<file path="src/rtl/fuc_pkg.sv">
package fuc_pkg;

    localparam logic [3:0] KEY_ARM = 4'h5;
    localparam logic [3:0] KEY_GO  = 4'hA;

    typedef enum logic [1:0] {
        MODE_USER  = 2'b00,
        MODE_XROW  = 2'b01,
        MODE_FUSE  = 2'b10,
        MODE_CLEAR = 2'b11
    } fuc_mode_e;

    typedef enum logic [1:0] {
        SEQ_IDLE,
        SEQ_ARMED,
        SEQ_LAUNCH,
        SEQ_BUSY
    } fuc_seq_e;

endpackage

</file>
<file path="src/rtl/fuc_key_seq.sv">
module fuc_key_seq
    import fuc_pkg::*;
#(
    parameter int LAUNCH_LAT = 2
) (
    input  logic       clk,
    input  logic       rst,
    input  logic       reg_wr,
    input  logic [3:0] wr_key,
    input  logic [1:0] wr_mode,
    input  logic       ld_wr,
    input  logic       other_wr,
    input  logic       prog_done,
    output logic       busy,
    output logic       prog_req,
    output logic       load_ok,
    output logic       clear_now,
    output logic       finish_now,
    output logic [1:0] mode_q,
    output logic [1:0] op_mode
);

    localparam int CNT_W = $clog2(LAUNCH_LAT) + 1;
    localparam logic [CNT_W-1:0] CNT_START = CNT_W'(LAUNCH_LAT - 2);

    fuc_seq_e       state_q, state_d;
    logic [1:0]     arm_q, arm_d;
    logic [CNT_W-1:0] cnt_q, cnt_d;
    logic           open_q;

    // Writes are only taken while no operation is committed.
    assign open_q = (state_q == SEQ_IDLE) || (state_q == SEQ_ARMED);

    always_comb begin
        state_d = state_q;
        arm_d   = arm_q;
        cnt_d   = cnt_q;
        unique case (state_q)
            SEQ_IDLE: begin
                if (reg_wr && wr_key == KEY_ARM) begin
                    state_d = SEQ_ARMED;
                    arm_d   = wr_mode;
                end
            end
            SEQ_ARMED: begin
                if (ld_wr || other_wr) begin
                    state_d = SEQ_IDLE;
                end else if (reg_wr) begin
                    if (wr_key == KEY_ARM) begin
                        state_d = SEQ_ARMED;
                        arm_d   = wr_mode;
                    end else if (wr_key == KEY_GO && wr_mode == arm_q) begin
                        state_d = SEQ_LAUNCH;
                        cnt_d   = CNT_START;
                    end else begin
                        state_d = SEQ_IDLE;
                    end
                end
            end
            SEQ_LAUNCH: begin
                if (cnt_q == '0) begin
                    state_d = (arm_q == MODE_CLEAR) ? SEQ_IDLE : SEQ_BUSY;
                end else begin
                    cnt_d = cnt_q - 1'b1;
                end
            end
            SEQ_BUSY: begin
                if (prog_done) begin
                    state_d = SEQ_IDLE;
                end
            end
        endcase
    end

    always_ff @(posedge clk) begin
        if (rst) begin
            state_q <= SEQ_IDLE;
            arm_q   <= MODE_USER;
            cnt_q   <= '0;
            mode_q  <= MODE_USER;
        end else begin
            state_q <= state_d;
            arm_q   <= arm_d;
            cnt_q   <= cnt_d;
            if (reg_wr && open_q) begin
                mode_q <= wr_mode;
            end
        end
    end

    always_comb begin
        busy       = 1'b0;
        prog_req   = 1'b0;
        clear_now  = 1'b0;
        finish_now = 1'b0;
        load_ok    = 1'b0;
        unique case (state_q)
            SEQ_IDLE:   load_ok = ld_wr;
            SEQ_ARMED:  load_ok = ld_wr;
            SEQ_LAUNCH: clear_now = (cnt_q == '0) && (arm_q == MODE_CLEAR);
            SEQ_BUSY: begin
                busy       = 1'b1;
                prog_req   = 1'b1;
                finish_now = prog_done;
            end
        endcase
    end

    assign op_mode = arm_q;

    AST_NO_EARLY_BUSY: assert property (@(posedge clk) disable iff (rst)
        (state_q == SEQ_ARMED && reg_wr && !ld_wr && !other_wr && wr_key == KEY_GO)
        |=> !busy);

    AST_MISMATCH_ABORTS: assert property (@(posedge clk) disable iff (rst)
        (state_q == SEQ_ARMED && reg_wr && wr_key == KEY_GO && wr_mode != arm_q)
        |=> state_q == SEQ_IDLE);

    AST_CLEAR_NO_REQ: assert property (@(posedge clk) disable iff (rst)
        clear_now |=> !prog_req && !busy);

    AST_BUSY_KEEPS_MODE: assert property (@(posedge clk) disable iff (rst)
        (busy && reg_wr) |=> $stable(mode_q));

endmodule

</file>
<file path="src/rtl/fuc_page_buf.sv">
module fuc_page_buf #(
    parameter int PAGE_BYTES = 128,
    parameter int DATA_W     = 8,
    parameter int ADDR_W     = 16
) (
    input  logic                         clk,
    input  logic                         rst,
    input  logic                         ld_en,
    input  logic [ADDR_W-1:0]            ld_addr,
    input  logic [DATA_W-1:0]            ld_data,
    input  logic                         clear,
    output logic [PAGE_BYTES*DATA_W-1:0] data_flat,
    output logic [PAGE_BYTES-1:0]        valid_q,
    output logic [ADDR_W-$clog2(PAGE_BYTES)-1:0] page_q
);

    localparam int OFF_W  = $clog2(PAGE_BYTES);
    localparam int PAGE_W = ADDR_W - OFF_W;

    logic [OFF_W-1:0]  off;
    logic [PAGE_W-1:0] page_in;

    assign off     = ld_addr[OFF_W-1:0];
    assign page_in = ld_addr[ADDR_W-1:OFF_W];

    for (genvar i = 0; i < PAGE_BYTES; i++) begin : g_latch
        logic [DATA_W-1:0] byte_q;
        logic              hit;
        assign hit = ld_en && (off == OFF_W'(i));
        always_ff @(posedge clk) begin
            if (hit) begin
                byte_q <= ld_data;
            end
        end
        always_ff @(posedge clk) begin
            if (rst || clear) begin
                valid_q[i] <= 1'b0;
            end else if (hit) begin
                valid_q[i] <= 1'b1;
            end
        end
        assign data_flat[i*DATA_W +: DATA_W] = byte_q;
    end

    always_ff @(posedge clk) begin
        if (rst) begin
            page_q <= '0;
        end else if (ld_en && valid_q == '0) begin
            page_q <= page_in;
        end
    end

    AST_PAGE_FROM_FIRST: assert property (@(posedge clk) disable iff (rst)
        (ld_en && valid_q != '0 && !clear) |=> $stable(page_q));

endmodule

</file>
<file path="src/rtl/flash_unlock_ctrl.sv">
module flash_unlock_ctrl
    import fuc_pkg::*;
#(
    parameter int PAGE_BYTES = 128,
    parameter int DATA_W     = 8,
    parameter int ADDR_W     = 16,
    parameter int LAUNCH_LAT = 2
) (
    input  logic                         clk,
    input  logic                         rst,
    input  logic                         reg_wr,
    input  logic [7:0]                   reg_wdata,
    output logic [7:0]                   reg_rdata,
    input  logic                         other_wr,
    input  logic                         ld_wr,
    input  logic [ADDR_W-1:0]            ld_addr,
    input  logic [DATA_W-1:0]            ld_data,
    output logic                         busy,
    output logic                         prog_req,
    output logic [1:0]                   prog_mode,
    output logic [ADDR_W-$clog2(PAGE_BYTES)-1:0] prog_page,
    output logic [PAGE_BYTES*DATA_W-1:0] prog_data,
    output logic [PAGE_BYTES-1:0]        prog_valid,
    input  logic                         prog_done
);

    logic       load_ok;
    logic       clear_now;
    logic       finish_now;
    logic [1:0] mode_q;
    logic       unused_wbits;

    assign unused_wbits = ^{reg_wdata[3], reg_wdata[0]};

    fuc_key_seq #(
        .LAUNCH_LAT (LAUNCH_LAT)
    ) u_seq (
        .clk        (clk),
        .rst        (rst),
        .reg_wr     (reg_wr),
        .wr_key     (reg_wdata[7:4]),
        .wr_mode    (reg_wdata[2:1]),
        .ld_wr      (ld_wr),
        .other_wr   (other_wr),
        .prog_done  (prog_done),
        .busy       (busy),
        .prog_req   (prog_req),
        .load_ok    (load_ok),
        .clear_now  (clear_now),
        .finish_now (finish_now),
        .mode_q     (mode_q),
        .op_mode    (prog_mode)
    );

    fuc_page_buf #(
        .PAGE_BYTES (PAGE_BYTES),
        .DATA_W     (DATA_W),
        .ADDR_W     (ADDR_W)
    ) u_buf (
        .clk       (clk),
        .rst       (rst),
        .ld_en     (load_ok),
        .ld_addr   (ld_addr),
        .ld_data   (ld_data),
        .clear     (clear_now || finish_now),
        .data_flat (prog_data),
        .valid_q   (prog_valid),
        .page_q    (prog_page)
    );

    assign reg_rdata = {5'b0, mode_q, busy};

    AST_DONE_CLEARS: assert property (@(posedge clk) disable iff (rst)
        (busy && prog_done) |=> (!busy && prog_valid == '0));

    AST_REQ_HELD: assert property (@(posedge clk) disable iff (rst)
        (prog_req && !prog_done) |=> (prog_req && $stable(prog_mode) && $stable(prog_page)));

    AST_BUF_FROZEN: assert property (@(posedge clk) disable iff (rst)
        (busy && !prog_done) |=> ($stable(prog_valid) && $stable(prog_data)));

endmodule

</file>
<file path="config.mk">
export PLATFORM = sky130hd
export DESIGN_NAME = flash_unlock_ctrl
export DESIGN_NICKNAME = d
export VERILOG_FILES = /design/src/rtl/fuc_pkg.sv /design/src/rtl/fuc_key_seq.sv /design/src/rtl/fuc_page_buf.sv /design/src/rtl/flash_unlock_ctrl.sv
export SDC_FILE = /design/constraint.sdc
export NUM_CORES = 1
export LEC_CHECK = 0
export ABC_AREA = 0
export BUFFER_PORTS_ARGS = -buffer_cell sky130_fd_sc_hd__buf_4
export CORE_AREA = 2 2 472 474
export DETAILED_ROUTE_END_ITERATION = 8
export DIE_AREA = 0 0 474 476
export RECOVER_POWER = 100
export SETUP_SLACK_MARGIN = 0.15
export SYNTH_ARGS = -nofsm -noshare
export SYNTH_HDL_FRONTEND = slang
export SYNTH_HIERARCHICAL = 1
export SYNTH_SLANG_ARGS = --single-unit
export TNS_END_PERCENT = 5
</file>
<file path="constraint.sdc">
create_clock -name clk -period 1.95 [get_ports clk]
set_input_delay 0.39 -clock clk [delete_from_list [all_inputs] [get_ports clk]]
set_output_delay 0.39 -clock clk [all_outputs]
set_load 0.01 [all_outputs]
</file>
# ---- After elaboration in Yosys (flattened, before gate mapping)
# Cells that the tools add are included.
dict set report totals {
  in_bits 38
  ff_bits 1169
  output_inout_bits 1173
  wordCells 577
}
dict set report classes {
  n_reduce_logical 147
  addsub 1
  eq_ne 144
  n_mux 24
}
# cell count
set op_table {}
lappend op_table {{7-bit equality test (second input constant)} 64}
lappend op_table {{7-bit by 6-bit equality test with 1-bit output (second input constant)} 32}
lappend op_table {{1-bit logical AND} 133}
lappend op_table {{128-bit logical NOT} 1}
lappend op_table {{7-bit by 5-bit equality test with 1-bit output (second input constant)} 16}
lappend op_table {{7-bit by 4-bit equality test with 1-bit output (second input constant)} 8}
lappend op_table {{2-bit 2-to-1 mux} 17}
lappend op_table {{7-bit by 3-bit equality test with 1-bit output (second input constant)} 4}
lappend op_table {{2-bit != test (second input constant)} 8}
lappend op_table {{7-bit by 2-bit equality test with 1-bit output (second input constant)} 2}
lappend op_table {{2-bit case mux with 2 select lines} 2}
lappend op_table {{2-bit case mux with 4 select lines} 1}
lappend op_table {{7-bit by 1-bit equality test with 1-bit output (second input constant)} 1}
lappend op_table {{7-bit logical NOT} 1}
lappend op_table {{2-bit equality test (second input constant)} 3}
lappend op_table {{6-bit AND reduction} 1}
lappend op_table {{5-bit AND reduction} 1}
lappend op_table {{4-bit by 3-bit equality test with 1-bit output (second input constant)} 1}
lappend op_table {{4-bit equality test (second input constant)} 1}
lappend op_table {{2-bit logical NOT} 2}
lappend op_table {{1-bit logical OR} 4}
lappend op_table {{1-bit 2-to-1 mux} 4}
lappend op_table {{4-bit AND reduction} 1}
lappend op_table {{2-bit nonzero test} 2}
lappend op_table {{6 further kinds} 6}

# ---- Logic depth before layout (Yosys ltp)
dict set report depth {
  ltp_word 7
  ltp_mapped 9
  depth_no_buf 7
}

# ---- By module
# The synthesis kept the hierarchy.
# module n_inst seq_area_each_um2 cells_per_inst area_per_inst_um2
set by_module_without_submodules {}
lappend by_module_without_submodules {fuc_page_buf 1 33492.1 1555 35721.8}
lappend by_module_without_submodules {fuc_key_seq 1 160.2 51 452.9}
lappend by_module_without_submodules {flash_unlock_ctrl 1 0.0 8 55.1}

# ---- Worst setup path after synthesis
# Ideal clock, no wire load.
dict set report synth_path {
  path_type {input to register}
  start {in ld_wr}
  end {reg u_buf.g_latch[101].byte_q[0] (enable)}
  t_required_ns 1.576
  setup_ns 0.374
  t_arrival_ns 1.657
  setup_slack_ns -0.081
  stages 4
  n_path_buf 0
  cell_sequence {nor2b_1 nor3b_1 nand3_1 nor2_1}
}
dict set report synth_between {
  elab_chain_cells 2
}
# element line_no
set synth_rtl {}
lappend synth_rtl {{start: declaration} flash_unlock_ctrl.sv:15} ;# input logic ld_wr,
lappend synth_rtl {{1-bit 2-to-1 mux} fuc_key_seq.sv:97} ;# unique case (state_q)
lappend synth_rtl {{1-bit logical AND} fuc_page_buf.sv:29} ;# assign hit = ld_en && (off == OFF_W'(i));
lappend synth_rtl {{net u_buf.g_latch[101].hit} fuc_page_buf.sv:28} ;# logic hit;
lappend synth_rtl {{end signal: assignment} fuc_page_buf.sv:32} ;# byte_q <= ld_data;
lappend synth_rtl {{end: declaration} fuc_page_buf.sv:27} ;# logic [DATA_W-1:0] byte_q;
# The timed path passes the listed nets, and every way through them passes these cells.
# A chain may end at the register's enable or synchronous reset.

# ---- Final worst setup path
dict set report layout_path {
  start {reg u_buf.valid_q[66]}
  end {reg u_buf.page_q[7]}
}
dict set report layout_between {
  elab_chain_cells 2
}
# element line_no
set layout_rtl {}
lappend layout_rtl {{start: declaration} fuc_page_buf.sv:13} ;# output logic [PAGE_BYTES-1:0] valid_q,
lappend layout_rtl {{start signal: indexed assignment} fuc_page_buf.sv:37} ;# valid_q[i] <= 1'b0;
lappend layout_rtl {{start signal: indexed assignment} fuc_page_buf.sv:39} ;# valid_q[i] <= 1'b1;
lappend layout_rtl {{128-bit logical NOT} fuc_page_buf.sv:48} ;# end else if (ld_en && valid_q == '0) begin
lappend layout_rtl {{1-bit logical AND} fuc_page_buf.sv:48}
lappend layout_rtl {{end signal: assignment} fuc_page_buf.sv:49} ;# page_q <= page_in;
lappend layout_rtl {{end: declaration} fuc_page_buf.sv:14} ;# output logic [ADDR_W-$clog2(PAGE_BYTES)-1:0] page_q
# Every way passes these cells.

==> impl_metrics.json <==
{
  "cp_top_family": "simple AND/OR/NAND/NOR gates",
  "hold_start": "ld_addr[10]",
  "synth_edf_count": 1024,
  "worst_pin_slew_ns": 1.74,
  "cp.buffers_inverters": 2,
  "setup.worst_path.class": "reg2reg",
  "root_buffer": "clkbuf_16",
  "min_path_type": "in2reg",
  "antenna_found_initial": 24,
  "row_count": 173,
  "r2r_start": "u_buf/valid_q[66]",
  "antenna_left": 0,
  "synth.distinct_cells": 45,
  "arrival_ns": 2.87,
  "fp.dieArea_sq_um": 226000,
  "drt-wirelength-per-cell_um": 26.5,
  "instances_no_fill": 6456,
  "max_stage_delay_ns": 0.43,
  "core_sq_um": 221000,
  "start_util_pct": 16.4,
  "maxClockFrequency_mhz": 453,
  "syn_area_sq_um": 36200,
  "grt.overflow.total": 0,
  "port_buffers": 1203,
  "mostFrequentLayoutCells": "clkbuf_1, edfxtp_1, buf_4, o21a_1, dfxtp_1",
  "pwr-share-comb_pct": 3.2,
  "p_int_mw": 41.3,
  "finalMaxSlewViolations": 81,
  "final_nets": 3408,
  "crit_chain": "nor4_2 -> nand4_1 -> buf_4 -> nor4_4 -> and4_4 -> buf_12 -> mux2i_1",
  "ys.flop_type": "edfxtp_1",
  "synth-async-reset-ratio_pct": 0,
  "cp_slowest_cell": "nor4_2",
  "swShare_pct": 21.7,
  "rsz0062_at_grt": "true",
  "yosys-top-cells-area": "edfxtp_1, dfxtp_1, o21a_1",
  "crit_fanout": 5,
  "grt_util_all_layers_pct": 14.4,
  "critPathRequiredTime_ns": 2.62,
  "irDropWorstVdd_mv": 0.831,
  "drc": 0,
  "min_period_ns": 2.21,
  "cts_buffers": 119,
  "routed_wl_um": 171000,
  "finalCritPeriodShare_pct": 113,
  "synthXorXnorAreaFrac_pct": 0.0725,
  "grt_pass1_wl_um": 216000,
  "startpoint": "u_buf/valid_q[66]",
  "slew_headroom_pct": -16.0,
  "routabilityCongestion": 0.800,
  "p_clk_share_pct": 45.0,
  "synth_top_area_share_pct": 84.9,
  "yosys_warnings": 6,
  "clock_sinks": 1169,
  "maxCapViolations": 3,
  "synth_compound_area_share_pct": 2.78,
  "synthMuxAreaShare_pct": 0.359,
  "skew_ns": 0.0663,
  "violations": "capacitance limit, slew limit, setup timing",
  "io_pins": 1211,
  "synth_area_per_cell_sq_um": 22.4,
  "viasPerCell": 3.50,
  "outcome": "complete, but fails checks",
  "layout.cells.most_common": "clkbuf_1",
  "p_per_area_nw_per_um2": 956,
  "ys_seq_elements": 1169,
  "detail_route.first_pass.iterations": 6,
  "drive_gt1_share_pct": 25.3,
  "p_leak_nw": 17.9,
  "dp.cells": 6173,
  "cts_tree": "built",
  "path_clk_slew_ns": 0.06,
  "area_growth_pct": 52.2,
  "vias": 22600,
  "grt_max_degree": 51,
  "synth_seq_area_share_pct": 92.9,
  "end_kind": "flip-flop",
  "regArea_sq_um": 33700,
  "dp_slack_ns": -0.990,
  "grt_pass1_vias": 22600,
  "yosys.area_share.simple_pct": 3.32,
  "die-width_um": 474,
  "critPathLaunchType": "flip-flop",
  "htree_num_levels": 3,
  "multiInputGateArea_sq_um": 3400,
  "drtIter0Drc": 1902,
  "setup_viol": 828,
  "finalHoldViolCount": 0,
  "p_sw_mw": 11.4,
  "synthCells": 1614,
  "die_h_um": 476,
  "dp_hpwl_um": 126000,
  "clk_latency_ns": 0.78,
  "fillers": 23300,
  "seq_power_share_pct": 51.9,
  "synthAdderAreaFrac_pct": 0.0345,
  "cts_max_path_buffers": 3,
  "fin_ws_ns": -0.255,
  "synth_top_family_by_area": "simple AND/OR/NAND/NOR gates",
  "synth_top_cell_by_area": "edfxtp_1"
}
==> repair_timing <==
item,in CTS,in global routing
buffers inserted,11,6
pin swaps,43,35
hold buffers,23,0
endpoints found under the hold margin,48,0
resized for setup,281,178
setup endpoints to repair,1436,1346
gates cloned,5,5
==> stage by stage <==
step                hold WS (ns)  util (%)  cell area, sq um  setup TNS, ns  power (mW)
finish                     0.142      24.9             55100         -44.99        52.7
global route              0.0415      24.9             55100        -158.96        54.4
CTS                       0.0117      26.7             59000          -8.91        53.6
detailed placement         0.466      24.2             53400        -581.09        29.6
global placement           0.469      24.2             53400        -608.94        29.6
floorplan                  0.453         -             36300          -8.64        28.2
==> flip-flops by register name, summed over array words and instances (netlist names) <==
register,flops
u_seq/state_q,2
u_seq/mode_q,2
u_seq/cnt_q,2
u_buf/g_latch.byte_q,1024
u_seq/op_mode,2
u_buf/valid_q,128
u_buf/page_q,9
==> kinds of logic after synthesis <==
| kind of cell | after synthesis |
|---|---|
| compound gates | 134 |
| mux | 13 |
| xor+xnor | 3 |
| other cells | 1 |
| buf+inv | 41 |
| simple gates | 252 |
| flops | 1169 |
| fa+ha+maj | 1 |
==> synthesized netlist by cell type (all sizes together) (2+ instances only) <==
library cell and instances:
nand3b 3, nand4 7, buf 13, nor2b 4, nand2 18, nor2 142, xnor2 2, o21a 129
or4 2, inv 3, nor4 30, nand3 9, dfxtp 145, clkbuf 25, nand2b 20, mux2i 13
nor3 6, edfxtp 1024, and3 2
==> cell type report <==
class | instances | share of cell area [%]
tap | 2975 | 6.75
clock buffer | 149 | 5.77
inverter | 3 | 0.0204
sequential | 1169 | 61.1
antenna | 8 | 0.0363
timing repair buffer | 1668 | 18.5
multi-input combinational | 408 | 6.16
clock inverter | 76 | 1.70
==> path summary, 6_finish.rpt <==
check	end	slack, ns	cells after the start
max	u_buf/page_q[7]	-0.26	7
min	u_buf/page_q[3]	0.14	3
max reg2reg	u_buf/page_q[7]	-0.26	7
min reg2reg	u_buf/page_q[2]	0.48	2
==> power by group through the flow <==
stage / clock network, mW / registers [mW] / logic [mW]
floorplan: 0 / 27.9 / 0.236
global placement: 0 / 27.9 / 1.68
detailed placement: 0 / 27.9 / 1.69
CTS: 24.4 / 27.3 / 1.89
global route: 25.3 / 27.4 / 1.78
finish: 23.7 / 27.4 / 1.67
==> worst min-delay path, cell delays in order <==
cell      delay, ns
buf_4          0.08
nand2b_1       0.17
mux2i_1        0.20
==> routing by layer <==
layer	wire length, um	GRT usage [%]
met4	4570	4.22
met2	83200	24.5
met1	68900	17.3
met3	14500	4.44
met5	0	0
No activity file was read; power rests on OpenSTA's default activity.
